===== config.mk =====
export PLATFORM = sky130hd
export DESIGN_NAME = oc_channel
export DESIGN_NICKNAME = d
export VERILOG_FILES = /design/src/rtl/oc_pkg.sv /design/src/rtl/oc_cmp_regs.sv /design/src/rtl/oc_ref_gen.sv /design/src/rtl/oc_pin_stage.sv /design/src/rtl/oc_channel.sv
export SDC_FILE = /design/constraint.sdc
export NUM_CORES = 1
export LEC_CHECK = 0
export BUFFER_PORTS_ARGS = -buffer_cell sky130_fd_sc_hd__buf_4
export CAP_MARGIN = 5
export CORE_ASPECT_RATIO = 0.75
export CORE_MARGIN = 5
export CORE_UTILIZATION = 45
export DETAILED_ROUTE_END_ITERATION = 16
export PLACE_DENSITY_LB_ADDON = 0.2
export SLEW_MARGIN = 20
export SYNTH_ARGS = -nofsm -noshare
export SYNTH_HDL_FRONTEND = slang
export SYNTH_SLANG_ARGS = --single-unit

===== constraint.sdc =====
create_clock -name clk_i -period 2 [get_ports clk_i]
set_input_delay 0.2 -clock clk_i [delete_from_list [all_inputs] [get_ports clk_i]]
set_output_delay 0.2 -clock clk_i [all_outputs]
set_load 0.05 [all_outputs]

===== src/rtl/oc_pkg.sv =====
package oc_pkg;
  typedef enum logic [2:0] {
    OC_FROZEN   = 3'd0,
    OC_SET      = 3'd1,
    OC_CLR      = 3'd2,
    OC_TOG      = 3'd3,
    OC_FORCE_LO = 3'd4,
    OC_FORCE_HI = 3'd5,
    OC_PWM_A    = 3'd6,
    OC_PWM_B    = 3'd7
  } oc_mode_e;

  localparam int unsigned MB_CE   = 7;
  localparam int unsigned MB_MODE = 4;
  localparam int unsigned MB_PE   = 3;
  localparam int unsigned OUT_EN  = 0;
  localparam int unsigned OUT_POL = 1;
endpackage


===== src/rtl/oc_cmp_regs.sv =====
module oc_cmp_regs #(
  parameter int unsigned W = 16
) (
  input  logic         clk_i,
  input  logic         rst_ni,
  input  logic         we_i,
  input  logic [W-1:0] wdata_i,
  input  logic         preload_i,
  input  logic         update_i,
  output logic [W-1:0] active_o
);
  logic [W-1:0] shadow_q, active_q;

  always_ff @(posedge clk_i or negedge rst_ni) begin
    if (!rst_ni) begin
      shadow_q <= '0;
      active_q <= '0;
    end else begin
      if (we_i) shadow_q <= wdata_i;
      if (we_i && !preload_i) active_q <= wdata_i;
      else if (update_i)      active_q <= shadow_q;
    end
  end

  assign active_o = active_q;

  a_r7_preload_hold: assert property (@(posedge clk_i) disable iff (!rst_ni)
    (preload_i && !update_i) |=> $stable(active_q));
endmodule


===== src/rtl/oc_ref_gen.sv =====
module oc_ref_gen
  import oc_pkg::*;
#(
  parameter int unsigned W = 16
) (
  input  logic         clk_i,
  input  logic         rst_ni,
  input  oc_mode_e     mode_i,
  input  logic [W-1:0] cnt_i,
  input  logic         cnt_down_i,
  input  logic [W-1:0] cmp_i,
  input  logic         clr_en_i,
  input  logic         ext_clr_i,
  input  logic         update_i,
  output logic         match_o,
  output logic         ref_o
);
  logic ref_q, ref_d, clr_q, pwm_a;

  assign match_o = (cnt_i == cmp_i);
  // down count: active unless count is above compare
  assign pwm_a   = cnt_down_i ? (cnt_i <= cmp_i) : (cnt_i < cmp_i);

  always_comb begin
    ref_d = ref_q;
    unique case (mode_i)
      OC_FROZEN:   ref_d = ref_q;
      OC_SET:      if (match_o) ref_d = 1'b1;
      OC_CLR:      if (match_o) ref_d = 1'b0;
      OC_TOG:      if (match_o) ref_d = ~ref_q;
      OC_FORCE_LO: ref_d = 1'b0;
      OC_FORCE_HI: ref_d = 1'b1;
      OC_PWM_A:    ref_d = pwm_a;
      OC_PWM_B:    ref_d = ~pwm_a;
      default:     ref_d = ref_q;
    endcase
  end

  always_ff @(posedge clk_i or negedge rst_ni) begin
    if (!rst_ni) begin
      ref_q <= 1'b0;
      clr_q <= 1'b0;
    end else begin
      ref_q <= ref_d;
      if (clr_en_i && ext_clr_i) clr_q <= 1'b1;
      else if (update_i)         clr_q <= 1'b0;
    end
  end

  assign ref_o = ref_q & ~clr_q;

  a_r2_frozen_hold: assert property (@(posedge clk_i) disable iff (!rst_ni)
    (mode_i == OC_FROZEN) |=> $stable(ref_q));
  a_r4_force_lo: assert property (@(posedge clk_i) disable iff (!rst_ni)
    (mode_i == OC_FORCE_LO) |=> !ref_o);
  a_r4_force_hi: assert property (@(posedge clk_i) disable iff (!rst_ni)
    (mode_i == OC_FORCE_HI) |=> ref_q);
  a_r8_clear_low: assert property (@(posedge clk_i) disable iff (!rst_ni)
    (clr_en_i && ext_clr_i) |=> !ref_o);
endmodule


===== src/rtl/oc_pin_stage.sv =====
module oc_pin_stage (
  input  logic ref_i,
  input  logic en_i,
  input  logic pol_i,
  output logic pin_o
);
  assign pin_o = en_i ? (ref_i ^ pol_i) : pol_i;
endmodule


===== src/rtl/oc_channel.sv =====
module oc_channel
  import oc_pkg::*;
#(
  parameter int unsigned W = 16
) (
  input  logic         clk_i,
  input  logic         rst_ni,
  input  logic [W-1:0] cnt_i,
  input  logic         cnt_down_i,
  input  logic         update_i,
  input  logic         ext_clr_i,
  input  logic         mode_we_i,
  input  logic [7:0]   mode_byte_i,
  input  logic         cmp_we_i,
  input  logic [W-1:0] cmp_wdata_i,
  input  logic         out_we_i,
  input  logic [1:0]   out_ctrl_i,
  input  logic         flag_clr_i,
  output logic         ref_o,
  output logic         pin_o,
  output logic         match_flag_o
);
  oc_mode_e     mode_q;
  logic         pe_q, ce_q, en_q, pol_q, flag_q, match;
  logic [W-1:0] cmp_act;
  logic         unused_fast;

  // fast enable has no trigger path to speed up here
  assign unused_fast = ^{mode_byte_i[2:0]};

  always_ff @(posedge clk_i or negedge rst_ni) begin
    if (!rst_ni) begin
      mode_q <= OC_FROZEN;
      pe_q   <= 1'b0;
      ce_q   <= 1'b0;
      en_q   <= 1'b0;
      pol_q  <= 1'b0;
      flag_q <= 1'b0;
    end else begin
      if (mode_we_i) begin
        mode_q <= oc_mode_e'(mode_byte_i[MB_MODE +: 3]);
        pe_q   <= mode_byte_i[MB_PE];
        ce_q   <= mode_byte_i[MB_CE];
      end
      if (out_we_i) begin
        en_q  <= out_ctrl_i[OUT_EN];
        pol_q <= out_ctrl_i[OUT_POL];
      end
      if (match)           flag_q <= 1'b1;
      else if (flag_clr_i) flag_q <= 1'b0;
    end
  end

  oc_cmp_regs #(.W(W)) i_cmp (
    .clk_i, .rst_ni,
    .we_i      (cmp_we_i),
    .wdata_i   (cmp_wdata_i),
    .preload_i (pe_q),
    .update_i,
    .active_o  (cmp_act)
  );

  oc_ref_gen #(.W(W)) i_ref (
    .clk_i, .rst_ni,
    .mode_i     (mode_q),
    .cnt_i,
    .cnt_down_i,
    .cmp_i      (cmp_act),
    .clr_en_i   (ce_q),
    .ext_clr_i,
    .update_i,
    .match_o    (match),
    .ref_o
  );

  oc_pin_stage i_pin (
    .ref_i (ref_o),
    .en_i  (en_q),
    .pol_i (pol_q),
    .pin_o
  );

  assign match_flag_o = flag_q;

  a_r11_flag_set: assert property (@(posedge clk_i) disable iff (!rst_ni)
    match |=> match_flag_o);
  a_r11_flag_clear: assert property (@(posedge clk_i) disable iff (!rst_ni)
    (flag_clr_i && !match) |=> !match_flag_o);
endmodule


==> flow_metrics.env <==
export IMPL_status="completed"
export IMPL_critPathCaptureType="register"
export IMPL_drc=0
export IMPL_syn_nets=269
export IMPL_crit_chain="inv_1 > ha_1 > nand4_1 > nor4_4 > mux2i_1 > o21a_1 > o211ai_2"
export IMPL_grt_pass1_vias=1485
export IMPL_yosys_most_used_dff="dfrtp_1"
export IMPL_cts_resized=0
export IMPL_rows=22
export IMPL_initial_utilization=0.462
export IMPL_worstReg2RegEnd="i_ref.ref_q"
export IMPL_drt_wl_total_um=4260
export IMPL_cp_buffers_inverters=1
export IMPL_finalSetupViolations=0
export IMPL_critPathSlowestCell="nor4_4"
export IMPL_ys_types=31
export IMPL_max_slew_margin=0.651
export IMPL_drt_first_pass_iters=4
export IMPL_syn_area_per_cell_sq_um=11.1
export IMPL_finalHoldViolations=0
export IMPL_min_path_cells=3
export IMPL_syn_inst=202
export IMPL_async_reset_ff_frac=1.00
export IMPL_root_buffer="clkbuf_8"
export IMPL_clock_skew_ns=0.00361
export IMPL_clk_path_buf_depth=2
export IMPL_hpwl_um=3150
export IMPL_regToRegSetupSlack_ns=0.12
export IMPL_final_cell_mix="buf_4 (52), dfrtp_1 (42), mux2_2 (23), nand2_1 (21), inv_1 (20)"
export IMPL_clkLatencyLatePin_ns=0.28
export IMPL_finalMaxSlewViolations=0
export IMPL_antenna_cells_inserted=0
export IMPL_antenna_left=0
export IMPL_hold_start="cmp_wdata_i[7]"
export IMPL_fin_util=0.573
export IMPL_rr_worst_depth=7
export IMPL_path_delay_family="simple AND/OR/NAND/NOR gates"
export IMPL_cts_max_level=2
export IMPL_dieArea_sq_um=6500
export IMPL_worst_slew_pin_slew_ns=0.523
export IMPL_startpoint="i_cmp.active_o[3]"
export IMPL_grt_pass1_wl_um=7250
export IMPL_die_w_um=91.4
export IMPL_r2r_start="i_cmp.active_o[3]"
export IMPL_io_pins=54
export IMPL_ir_drop_uv=414
export IMPL_grt_max_degree=43
export IMPL_final_common_cell="buf_4"
export IMPL_overflow=0
export IMPL_worst_endpoint_required_ns=2.17
export IMPL_rsz0062_at_grt="no"
export IMPL_ys_warn_count=0
export IMPL_synth_edf_count=0
export IMPL_dp_slack_ns=0.102
export IMPL_routedWlPerCell_um=13.6
export IMPL_clock_fmax_mhz=531
export IMPL_avgViaCountPerCell=4.96
export IMPL_worstSetupStartpointType="register"
export IMPL_cts_tree="built"
export IMPL_p_leak_nw=1.36
export IMPL_numCtsBuffers=5
export IMPL_seq_area_sq_um=1050
export IMPL_clock_sinks=42
export IMPL_antenna_found_initial=0
export IMPL_fin_crit_ns=1.88
export IMPL_powerDensity_nw_per_um2=756
export IMPL_nets=322
export IMPL_grt_total_usage=0.138
export IMPL_ys_seq_area_frac=0.470
export IMPL_cp_arrival_ns=2.05
export IMPL_core_sq_um=4840
export IMPL_die_h_um=71.1
export IMPL_fin_tns_setup_ns=0
export IMPL_drive_gt1_frac=0.354
export IMPL_place_area_sq_um=2680
export IMPL_finalCritPeriodShare=0.941
export IMPL_drv_cap=0
export IMPL_synthToLayoutAreaGrowth_pct=24.2
export IMPL_place_gp_congestion=0.714
export IMPL_power_mw=2.10
export IMPL_cp_slowest_stage_delay_ns=0.45
export IMPL_hold_class="input pin to register"
export IMPL_crit_type="register to register"
export IMPL_stdcell_area_sq_um=2780
export IMPL_dr_first_iter_drc_count=51
export IMPL_synth_seq_cells=42
export IMPL_synth_area_sq_um=2240
export IMPL_fillCellCount=447
export IMPL_portBuffers=50
export IMPL_multi_input_area_sq_um=1090
export IMPL_vias=1558
export IMPL_critPathMaxFanout=5
export IMPL_min_to="i_cmp.active_o[7]"
export IMPL_cts_clk_slew_worst_paths_ns=0.07
export IMPL_setup_ws_ns=0.117
[cells in the mapped netlist, drive strengths merged, types with 3 or more instances]
cell type | instances | area share
ha | 16 | 0.089
nor2 | 3 | 0.0050
buf | 4 | 0.0084
nor2b | 4 | 0.011
o21ai | 18 | 0.040
mux2 | 23 | 0.12
a21oi | 8 | 0.018
dfrtp | 42 | 0.47
nand4 | 5 | 0.023
mux2i | 17 | 0.076
inv | 20 | 0.034
nand2 | 21 | 0.035
clkbuf | 3 | 0.0050
[area by class of cell]
cell class,instances,share of cell area
Clock buffer,6,0.0297
Timing Repair Buffer,53,0.144
Inverter,20,0.0270
Multi-Input combinational cell,133,0.394
Sequential cell,42,0.378
Tap cell,60,0.0270
[tightest hold or removal path, cell delays in order]
cell and delay (ns):
buf_4 0.08, nand2_1 0.03, o21ai_0 0.05
[worst max-delay path by stage]
stage,to,cells after the start
finish,i_ref.ref_q,7
global route,i_ref.ref_q,7
CTS,i_ref.ref_q,7
detailed placement,i_ref.ref_q,7
global placement,i_ref.ref_q,7
floorplan,pin_o,3
[stage by stage]
stage / instances / hold WS [ns]
after floorplan: 202 / -0.0956
after global placement: 306 / 0.220
final: 314 / 0.122
after detailed placement: 306 / 0.221
after CTS: 313 / 0.112
after global routing: 314 / 0.113
[metal layers]
layer  vias up  global-route usage  share of wire
met1       725               0.191           0.50
met4         0              0.0293         0.0082
met2        24               0.205           0.44
li1        805                   -              -
met5         -                   0              0
met3         4              0.0563          0.052
[repair_timing]
item | in CTS | in global routing
hold endpoints to repair | 42 | 0
hold buffers | 1 | 0
endpoints found under the setup margin | 0 | 1
buffers inserted | 0 | 1
[cell families after synthesis]
group                      after synthesis  share of synthesized area
adders and majority gates               16                     0.0895
DFF                                     42                      0.470
AOI/OAI and AO/OA                       34                     0.0867
xor gates and xnor gates                 1                    0.00392
and+or+nand+nor                         42                      0.111
buffers and inverters                   27                     0.0470
muxes                                   40                      0.192
[power by group]
| part | internal, mW | switching, mW | total [mW] |
|---|---|---|---|
| clock | 0.266 | 0.258 | 0.524 |
| sequential | 0.958 | 0.0660 | 1.02 |
| combinational | 0.274 | 0.278 | 0.552 |
| total | 1.50 | 0.601 | 2.10 |
No activity file was read; power rests on OpenSTA's default activity.
